[config.mk]
export PLATFORM = sky130hd
export DESIGN_NAME = feistel_loop_core
export DESIGN_NICKNAME = d
export VERILOG_FILES = /design/src/rtl/feistel_loop_core.sv
export SDC_FILE = /design/constraint.sdc
export NUM_CORES = 1
export LEC_CHECK = 0
export BUFFER_PORTS_ARGS = -buffer_cell sky130_fd_sc_hd__buf_2
export CELL_PAD_IN_SITES_DETAIL_PLACEMENT = 1
export CELL_PAD_IN_SITES_GLOBAL_PLACEMENT = 1
export CORE_MARGIN = 5
export CORE_UTILIZATION = 40
export DETAILED_ROUTE_END_ITERATION = 8
export PLACE_DENSITY = 0.77
export SLEW_MARGIN = 20
export SYNTH_ARGS = -nofsm -noshare
export SYNTH_HDL_FRONTEND = slang
export SYNTH_SLANG_ARGS = --single-unit
[constraint.sdc]
create_clock -name clk -period 12.7 [get_ports clk]
set_input_delay 1.905 -clock clk [delete_from_list [all_inputs] [get_ports clk]]
set_output_delay 1.905 -clock clk [all_outputs]
set_load 0.02 [all_outputs]
[src/rtl/feistel_loop_core.sv]
module feistel_loop_core #(
  parameter int N  = 96,
  parameter int B  = 8,
  parameter int NR = (3*N/4 + 2*(N/(2*B) + B/2)) | 1
) (
  input  logic         clk,
  input  logic         rst_n,
  input  logic         start,
  input  logic         decrypt,
  input  logic [N-1:0] key_in,
  input  logic [N-1:0] data_in,
  output logic [N-1:0] data_out,
  output logic         done
);
  localparam int HW = N / 2;
  localparam int NB = HW / B;
  localparam int NT = NB / 3;
  localparam int RW = $clog2(NR + 1);
  localparam int H  = NR / 2;

  function automatic logic [2:0] sb3(input logic [2:0] x);
    case (x)
      3'd0: sb3 = 3'd0;
      3'd1: sb3 = 3'd5;
      3'd2: sb3 = 3'd6;
      3'd3: sb3 = 3'd7;
      3'd4: sb3 = 3'd4;
      3'd5: sb3 = 3'd3;
      3'd6: sb3 = 3'd1;
      default: sb3 = 3'd2;
    endcase
  endfunction

  function automatic logic [HW-1:0] fmix(input logic [HW-1:0] x, input logic [HW-1:0] k);
    logic [HW-1:0] a, s, o;
    logic [2:0] t3;
    logic [B-1:0] w0, w2;
    for (int w = 0; w < NB; w++) a[w*B +: B] = x[w*B +: B] + k[w*B +: B];
    for (int t = 0; t < NT; t++)
      for (int j = 0; j < B; j++) begin
        t3 = sb3({a[(3*t+2)*B+j], a[(3*t+1)*B+j], a[3*t*B+j]});
        s[3*t*B+j]     = t3[0];
        s[(3*t+1)*B+j] = t3[1];
        s[(3*t+2)*B+j] = t3[2];
      end
    for (int t = 0; t < NT; t++) begin
      w0 = s[3*t*B +: B];
      w2 = s[(3*t+2)*B +: B];
      o[3*t*B +: B]     = {w0[0], w0[B-1:1]};
      o[(3*t+1)*B +: B] = s[(3*t+1)*B +: B];
      o[(3*t+2)*B +: B] = {w2[B-2:0], w2[B-1]};
    end
    return o;
  endfunction

  function automatic logic [HW-1:0] wrot(input logic [HW-1:0] x);
    logic [HW-1:0] o;
    for (int i = 0; i < NB; i++) o[((i+1)%NB)*B +: B] = x[i*B +: B];
    return o;
  endfunction

  function automatic logic [HW-1:0] wrot_inv(input logic [HW-1:0] x);
    logic [HW-1:0] o;
    for (int i = 0; i < NB; i++) o[i*B +: B] = x[((i+1)%NB)*B +: B];
    return o;
  endfunction

  logic [HW-1:0] lh, rh, kl, kr;
  logic [RW-1:0] rnd;
  logic          busy, dec_q;
  logic [N-1:0]  dout_q;

  logic [HW-1:0] rk, fr, n_l, n_r, fk, kn, n_kl, n_kr;
  logic [B-1:0]  kc;
  logic          last, mid;
  int            cv;

  assign last = (int'(rnd) == NR - 1);
  assign mid  = (int'(rnd) == H - 1);
  assign rk   = (!dec_q || int'(rnd) == H) ? kr : kl;
  assign fr   = fmix(rh, rk);
  assign n_l  = rh;
  assign n_r  = dec_q ? wrot_inv(lh ^ fr) : (wrot(lh) ^ fr);

  always_comb begin
    cv = (int'(rnd) < H) ? int'(rnd) + 1 : 2*H - int'(rnd);
    kc = cv[B-1:0];
  end

  assign fk   = fmix(kr, {{(HW-B){1'b0}}, kc});
  assign kn   = kl ^ wrot(fk);
  assign n_kl = mid ? kn : kr;
  assign n_kr = mid ? kr : kn;

  always_ff @(posedge clk) begin
    if (!rst_n) begin
      busy <= 1'b0; done <= 1'b0; dec_q <= 1'b0; rnd <= '0;
      lh <= '0; rh <= '0; kl <= '0; kr <= '0; dout_q <= '0;
    end else begin
      done <= 1'b0;
      if (busy) begin
        lh <= n_l; rh <= n_r; kl <= n_kl; kr <= n_kr;
        rnd <= rnd + 1'b1;
        if (last) begin
          busy   <= 1'b0;
          done   <= 1'b1;
          dout_q <= {n_r, n_l};
        end
      end else if (start) begin
        busy     <= 1'b1;
        rnd      <= '0;
        dec_q    <= decrypt;
        {lh, rh} <= data_in;
        {kl, kr} <= key_in;
      end
    end
  end

  assign data_out = dout_q;


  done_pulse_chk: assert property (@(posedge clk) disable iff (!rst_n) done |=> !done);

  done_after_run_chk: assert property (@(posedge clk) disable iff (!rst_n) done |-> $past(busy));

  run_continues_chk: assert property (@(posedge clk) disable iff (!rst_n)
    (busy && !last) |=> (busy && rnd == $past(rnd) + 1'b1));

  hold_out_chk: assert property (@(posedge clk) disable iff (!rst_n)
    !(busy && last) |=> $stable(data_out));

  rnd_range_chk: assert property (@(posedge clk) disable iff (!rst_n) busy |-> int'(rnd) < NR);
endmodule

## Yosys cells after proc, flatten, opt, wreduce, memory -nomap -nowiden

Cells that the tools add are included.

| cells by class | value |
|---|---|
| $add $sub $neg | 10 |
| multipliers | 0 |
| div/mod/pow operators | 0 |
| magnitude comparators | 1 |
| eq/ne operators | 196 |
| shift-type cells | 0 |
| mux-type cells | 51 |
| bitwise gates (word level) | 4 |
| reduce and logical (&&, ||, !) cells | 39 |

Operators by type and width:

| operator | count |
|---|---|
| 3-bit case mux with 7 select lines | 32 |
| 48-bit two-way mux | 12 |
| 3-bit equality test, second input constant | 96 |
| 3-bit by 2-bit equality test with 1-bit output, second input constant | 64 |
| 48-bit bitwise XOR | 3 |
| 3-bit by 1-bit equality test with 1-bit output, second input constant | 32 |
| 3-bit zero test | 32 |
| 8-bit adder | 7 |
| 7-bit equality test, second input constant | 3 |
| 7-bit two-way mux | 2 |
| 7-bit by 1-bit adder with 8-bit output, second input constant | 1 |
| 8-bit two-way mux | 1 |
| 2-bit AND reduction | 4 |
| 7-bit by 7-bit subtractor with 8-bit output, first input constant | 1 |
| 7-bit by 1-bit adder with 7-bit output, second input constant | 1 |
| 7-bit by 6-bit < comparator with 1-bit output, second input constant | 1 |
| 1-bit two-way mux | 4 |
| 2-bit inequality test, second input constant | 1 |
| 2-bit nonzero test | 1 |
| 1-bit zero test | 1 |
| 1-bit logical OR | 1 |
| 1-bit inverter | 1 |

| word-level totals | value |
|---|---|
| register bits | 298 |
| bits in latches | 0 |
| RAM bits | 0 |
| memory bits (read-only) | 0 |
| bits of input ports | 196 |
| output and inout port bits | 97 |
| logic and storage cells | 310 |
| memories kept | 0 |

## Depth between registers and ports, before layout

Gate-level depths: netlist of the first run.

| logic depth | value |
|---|---|
| depth after elaboration | 9 |
| gate-level depth with buffers | 19 |
| depth with buffers taken out | 17 |

## Worst setup path after synthesis of the first run

No wires, ideal clock.

| path | value |
|---|---|
| path kind | register to register |
| start point | reg rnd[0] |
| end point | reg dout_q[85], in the netlist data_out[85] |
| setup time | 0.086 ns |
| data arrival time | 4.508 ns |
| required time | 12.614 ns |
| setup slack | 8.107 ns |
| stages on the path, launching flop included | 20 |
| path buffers | 3 |
| clock period less this slack | 4.593 ns |
| cell sequence | dfxtp_1 > inv_1 > ha_1 > inv_1 > o41ai_4 > buf_6 > clkbuf_1 > mux2_2 > ha_1 > fa_1 > a21o_1 > a211oi_1 > or2_2 > clkbuf_1 > nor3b_1 > a311o_1 > a22oi_1 > xnor2_1 > o21ai_0 > a211oi_1 |

| on the way | value |
|---|---|
| longest elaborated chain between the ends | 8 |
| elaborated cells between the ends (all ways) | 27 |
| classes of those cells | add/sub (3); eq/ne (14); mux (4); bitwise (2); reduce/logical (4) |

Ends and longest elaborated chain:

| element | RTL line | text |
|---|---|---|
| start: declaration | 69 | `logic [RW-1:0] rnd;` |
| start signal: assignment | 103 | `rnd <= rnd + 1'b1;` |
| 7-bit equality test | 80 | `assign rk = (!dec_q \|\| int'(rnd) == H) ? kr : kl;` |
| 1-bit logical OR | 80 |  |
| 48-bit two-way mux | 80 |  |
| 8-bit adder | 38 | `for (int w = 0; w < NB; w++) a[w*B +: B] = x[w*B +: B] + k[w*B +: B];` |
| 3-bit equality test (tied with other cells) | 22 | `case (x)` |
| 3-bit case mux with 7 select lines | 22 |  |
| 48-bit bitwise XOR | 83 | `assign n_r = dec_q ? wrot_inv(lh ^ fr) : (wrot(lh) ^ fr);` |
| 48-bit two-way mux | 83 |  |
| end signal: assignment | 107 | `dout_q <= {n_r, n_l};` |
| end: declaration | 71 | `logic [N-1:0] dout_q;` |

Parallel ways exist; a longest one is shown, timed or not.
A chain may end at the register's enable or synchronous reset.

## Worst setup path after layout of the first run

| path | value |
|---|---|
| start point | reg rnd[0] |
| end point | reg dout_q[87], in the netlist data_out[87] |

Same word-level chain as after synthesis.

==> impl_metrics.py, run 1 <==
metrics = {
    "status": {
        "status": "finished, final reports clean",
    },
    "synth": {
        "netlist.area_leader.share_pct": 32.2,
        "synth_top_area_cell": "dfxtp_1",
        "synth_adder_area_share_pct": 4.94,
        "synth-simple-area-share_pct": 14.7,
        "synth_top_family_by_area": "compound AO/OA/AOI/OAI gates",
        "synthMuxAreaShare_pct": 10.5,
        "synth_area_leaders": "dfxtp_1 (32%), xnor2_1 (7.4%), a21oi_1 (6.7%)",
        "synth_edf_count": 0,
        "synthMostInstantiatedCell": "dfxtp_1",
        "synth_xor_area_share_pct": 12.9,
        "async_flop_share_pct": 0,
        "ys_warn_count": 0,
        "dominantRegCellSynth": "dfxtp_1",
        "synthTopCellsByCount": "dfxtp_1 (298), nor2_1 (272), a21oi_1 (249), nand2_1 (246), xnor2_1 (157)",
        "ys_seq_area_share_pct": 32.2,
        "syn_area_per_cell_um2": 8.16,
        "synth_cell_types": 74,
        "synth_fp_nets": 2531,
        "synthesis.area_um2": 18500,
        "synth_compound_area_share_pct": 20.7,
        "ys_ff_latch": 298,
        "syn_inst": 2267,
    },
    "clock_network": {
        "clk_latency_ns": 0.58,
        "clockBufferDepth": 3,
        "cts.sinks": 298,
        "cts_setup_buffers": 0,
        "cts_hold_repair.buffers": 0,
        "cts_tree": "done",
        "cts_resized": 0,
        "cts_root_buffer": "clkbuf_16",
        "numCtsBuffers": 37,
        "cts_max_level": 2,
        "clk_pin_slew_worst_paths_ns": 0.05,
    },
    "grt": {
        "grt_overflow": 0,
        "grt_pass1_vias": 18501,
        "grt_pass1_wl_um": 115000,
        "antenna_found_initial": 1,
        "grt_max_degree": 116,
        "grt_usage_pct": 29.4,
    },
    "critical_path": {
        "endpoint_kind": "flop",
        "startpoint_type": "flop",
        "r2r_cells": 16,
        "arrival_ns": 6.14,
        "r2r-start": "rnd[0]",
        "crit_fanout": 37,
        "r2r-end": "data_out[87]",
        "required_ns": 13.16,
        "path_class": "reg2reg",
        "regToRegSetupSlack_ns": 7.02,
    },
    "detailed_routing": {
        "post_drt_wl_per_cell_um": 25.3,
        "ant_nets": 0,
        "drtIter0Drc": 1409,
        "drc": 0,
        "wl_um": 77800,
        "viasPerCell": 5.89,
        "vias": 18147,
        "dr.pass1.iters": 5,
    },
    "pwr": {
        "p_leak_uw": 0.00902,
        "power_density_nw_per_um2": 161,
        "peakVddDrop_uv": 81.7,
    },
    "timing": {
        "min_period_over_period_pct": 44.7,
        "tightestPinTransition_ns": 1.08,
        "layout_setup_ws_ns": 7.02,
        "slew_headroom_pct": 27.4,
        "finalHoldViolCount": 0,
        "skew_ns": 0.0260,
        "max_freq_mhz": 176,
        "final.setup.tns_ns": 0,
        "rsz0062_at_grt": "false",
        "min_period_ns": 5.68,
        "finalSetupViolCount": 0,
        "drv_slew": 0,
    },
    "final_layout": {
        "antenna_cells": 0,
        "drive_above_1_share_pct": 18.7,
        "fill_cells": 5556,
        "area_delta_synth_final_pct": 16.1,
        "fin_nets": 2721,
        "fin_util_pct": 47.2,
    },
    "floorplan": {
        "die_width_um": 225,
        "coreArea_um2": 45600,
        "design.portCount": 293,
        "start_util_pct": 40.6,
        "rows": 78,
        "die_h_um": 225,
        "die-area_um2": 50700,
    },
    "min_path": {
        "min_path_type": "reg2reg",
        "min_to": "data_out[39]",
        "hp-start": "data_out[39]",
        "holdPathStages": 2,
    },
    "job": {
        "maxCapViolations": 0,
    },
    "placed_design": {
        "port_buffers": 292,
        "pre_cts_slack_ns": 7.07,
        "gp_congestion": 0.937,
        "dpl.hpwl_um": 57700,
    },
}
## state kept, by name, indices dropped and copies added (netlist names)
register  cells
n_l          48
dec_q         1
rnd           7
data_out     96
done          1
kl           48
busy          1
lh           48
kr           48
## area by class of cell
cell class                 instances  area, um^2  area share (%)
inverter                          30         118           0.547
clock buffer                      51        1060            4.93
multi-input combinational       1777       11800            55.0
tap                              600         751            3.49
timing repair buffer             313        1630            7.57
clock inverter                    13         150           0.699
sequential                       298        5970            27.8
## metal layers
metal  up-vias  global-route usage, %  share of wire [%]
met3       157                   3.92                5.7
met2       622                   48.7                 47
li1       8279                      -                  -
met4         0                   11.1                4.2
met5         -                      0                  0
met1      9089                   39.3                 43
## power breakdown
group / switching (uW) / internal [uW]
logic: 743 / 498
registers: 148 / 1000
clock network: 451 / 626
total: 1340 / 2130
## kinds of logic after synthesis
group,count (synthesis)
simple gates,636
compound gates,628
flops,298
xor+xnor,258
buf+inv,192
mux,186
fa+ha+maj,69
## critical path: stages (launching register included)
cell      delay, ns
dfxtp_1        0.37
inv_1          0.18
ha_1           0.17
inv_1          0.06
o41ai_4        0.83
buf_4          0.63
mux2_2         0.43
fa_1           0.40
a21o_1         0.17
a21oi_1        0.47
o21ai_0        0.35
and2_1         0.26
o211a_1        0.20
nor3_1         0.51
xnor2_1        0.21
nor3_1         0.08
a211oi_1       0.24
## stage by stage
stage | total power (uW) | instance area [um^2] | instances | hold WS (ns)
2_1_floorplan | 1970 | 18500 | 2267 | 0.449
3_3_place_gp | 2340 | 20300 | 3018 | 0.444
3_5_place_dp | 2380 | 20300 | 3018 | 0.444
4_1_cts | 3470 | 21500 | 3082 | 0.452
5_1_grt | 3620 | 21500 | 3082 | 0.466
6_report | 3470 | 21500 | 3082 | 0.450
## placed cells by master, fill, tap and decap left out, types with 17 or more instances in the layout
| master | n |
|---|---|
| dfxtp_1 | 296 |
| buf_2 | 291 |
| nor2_1 | 272 |
| a21oi_1 | 248 |
| nand2_1 | 246 |
| xnor2_1 | 157 |
| o21ai_0 | 145 |
| mux2i_1 | 116 |
| a211oi_1 | 110 |
| xor2_1 | 91 |
| mux2_2 | 70 |
| ha_1 | 61 |
| nor2b_1 | 43 |
| clkbuf_16 | 37 |
| inv_1 | 28 |
| buf_4 | 21 |
| nand3_1 | 17 |
## worst max-delay path by stage
stage,startpoint,end,slack [ns],cells after the start
global placement,rnd[0],n_l[39],7.25,16
global route,rnd[0],n_l[39],6.80,16
finish,rnd[0],data_out[87],7.02,16
detailed placement,rnd[0],data_out[87],7.07,16
CTS,rnd[0],data_out[87],7.05,16
floorplan,rnd[0],data_out[85],8.11,19
(Power assumes the default switching activity.)
==> run 2, diff against run 1 <==
Settings changed: CORE_UTILIZATION 40 to 39, PLACE_DENSITY 0.77 to 0.79.
Clock period 12.7 ns to 4.9 ns, I/O delays scaled along.
==> run 2 against run 1 <==
  * Critical path depth did not move
  * Clock skew decreased by 0.0054 ns
  * Core utilization shrank 0.84 points
  * Power rose to 2.6 times the previous value
  * Clock power rose to 2.6 times the previous value
  * Sequential share of layout area fell by 0.21 points
  * Combinational power rose to 2.7 times the previous value
  * Flip-flop and latch count stayed put
  * Register-to-register slack worse by 6.8 ns
  * Cell area grew 0.75%
  * Critical path type unchanged
  * Critical endpoint is now data_out[69]
==> impl_metrics.py, run 2 (synthesis gave the netlist of run 1 again) <==
metrics = {
    "clock_network": {
        "cts_setup_buffers": 0,
        "cts.sinks": 298,
        "clk_latency_ns": 0.56,
        "clk_pin_slew_worst_paths_ns": 0.06,
        "clockBufferDepth": 3,
        "cts_max_level": 2,
        "cts_tree": "done",
        "numCtsBuffers": 37,
        "cts_root_buffer": "clkbuf_16",
    },
    "floorplan": {
        "die_width_um": 228,
        "coreArea_um2": 46800,
        "start_util_pct": 39.6,
        "rows": 79,
        "die_h_um": 228,
        "design.portCount": 293,
        "die-area_um2": 51900,
    },
    "timing": {
        "layout_setup_ws_ns": 0.256,
        "max_freq_mhz": 215,
        "drv_slew": 0,
        "worst_hold_slack_ns": 0.429,
        "finalSetupViolCount": 0,
        "min_period_over_period_pct": 94.8,
        "rsz0062_at_grt": "false",
        "finalHoldViolCount": 0,
        "final.setup.tns_ns": 0,
        "min_period_ns": 4.64,
        "tightestPinTransition_ns": 1.14,
        "skew_ns": 0.0206,
        "slew_headroom_pct": 24.0,
    },
    "final_layout": {
        "fin_nets": 2733,
        "fin_cells": 3105,
        "drive_above_1_share_pct": 19.4,
        "area_delta_synth_final_pct": 17.0,
        "postLayoutCellArea_um2": 21700,
        "largest_reg_flops": 96,
        "mostFrequentLayoutCells": "dfxtp_1 (296), buf_2 (291), nor2_1 (271)",
        "final_common_cell": "dfxtp_1",
    },
    "grt": {
        "grt_pass1_vias": 18745,
        "antenna_found_initial": 1,
        "grt_pass1_wl_um": 118000,
        "grt_usage_pct": 28.9,
        "grt_max_degree": 128,
        "grt_overflow": 0,
    },
    "detailed_routing": {
        "post_drt_wl_per_cell_um": 25.5,
        "ant_nets": 0,
        "drtIter0Drc": 1350,
        "drc": 0,
        "wl_um": 79100,
        "dr.pass1.iters": 5,
        "vias": 18128,
        "viasPerCell": 5.84,
    },
    "pwr": {
        "peakVddDrop_uv": 241,
        "p_comb_share_pct": 36.3,
        "p_leak_uw": 0.00911,
        "p_sw_uw": 3510,
        "p_clk_share_pct": 30.6,
        "intPower_uw": 5570,
        "swShare_pct": 38.6,
        "pwr-share-seq_pct": 33.1,
        "power_density_nw_per_um2": 420,
    },
    "critical_path": {
        "path_class": "reg2reg",
        "startpoint_type": "flop",
        "arrival_ns": 5.12,
        "crit_fanout": 18,
        "required_ns": 5.37,
        "endpoint_kind": "flop",
    },
    "placed_design": {
        "post_dp_cell_area_um2": 20400,
        "gp_congestion": 0.920,
        "port_buffers": 292,
        "dpl.hpwl_um": 59100,
        "pre_cts_slack_ns": 0.225,
        "dp.cells": 3036,
    },
    "status": {
        "status": "finished, final reports clean",
    },
    "job": {
        "maxCapViolations": 0,
    },
    "min_path": {
        "min_path_type": "in2reg",
    },
}
[run 2: path summary, 6_finish.rpt]
check	start	endpoint	slack [ns]	cells past startpoint
min	key_in[36]	kr[36]	0.43	3
min reg2reg	data_out[33]	data_out[33]	0.45	2
max reg2reg	rnd[0]	data_out[69]	0.26	16
max	rnd[0]	data_out[69]	0.26	16
[run 2: final cells by class]
type	instances	area, um^2
repair buffers	325	1750
fillers	5662	25100
multi-input cells	1777	11800
inverters	30	118
well taps	607	759
clock buffers	52	1060
diodes	1	2.50
clock inverters	15	140
flip-flops and latches	298	5970
[run 2: power by group through the flow]
stage,logic [uW],clock network (uW),registers (uW)
after global routing,3550,2910,3010
after floorplan,2310,0,2800
after global placement,3130,0,3040
final,3300,2780,3000
after detailed placement,3210,0,3040
after CTS,3250,2820,2990
[run 2: per-layer routing]
layer	vias up	GRT usage, %	wire [um]
met5	-	0	19
met3	149	5.11	4250
met1	9088	37.1	33900
met4	2	11.8	3650
li1	8318	-	-
met2	571	48.5	37200
[run 2: through the flow]
step,power (uW),utilization [%]
final,9080,46.3
after global routing,9470,46.3
after CTS,9060,46.2
after detailed placement,6250,43.6
after global placement,6170,43.6
after floorplan,5110,-
[run 2: timing repair]
item,CTS,global route
setup endpoints to repair,0,20
hold buffers,0,0
resized for setup,0,6
[run 2: critical path, cell delays in order, from the launching register on]
cell and delay, ns:
dfxtp_1 0.36, inv_1 0.19, ha_1 0.18, inv_1 0.06
o41ai_4 0.49, buf_6 0.29, mux2_2 0.40, fa_1 0.42
a211oi_1 0.41, or4b_1 0.20, o2111ai_2 0.21, xnor2_1 0.29
o22ai_1 0.11, o21ai_1 0.32, xor2_1 0.14, a211o_1 0.32
a21oi_1 0.16
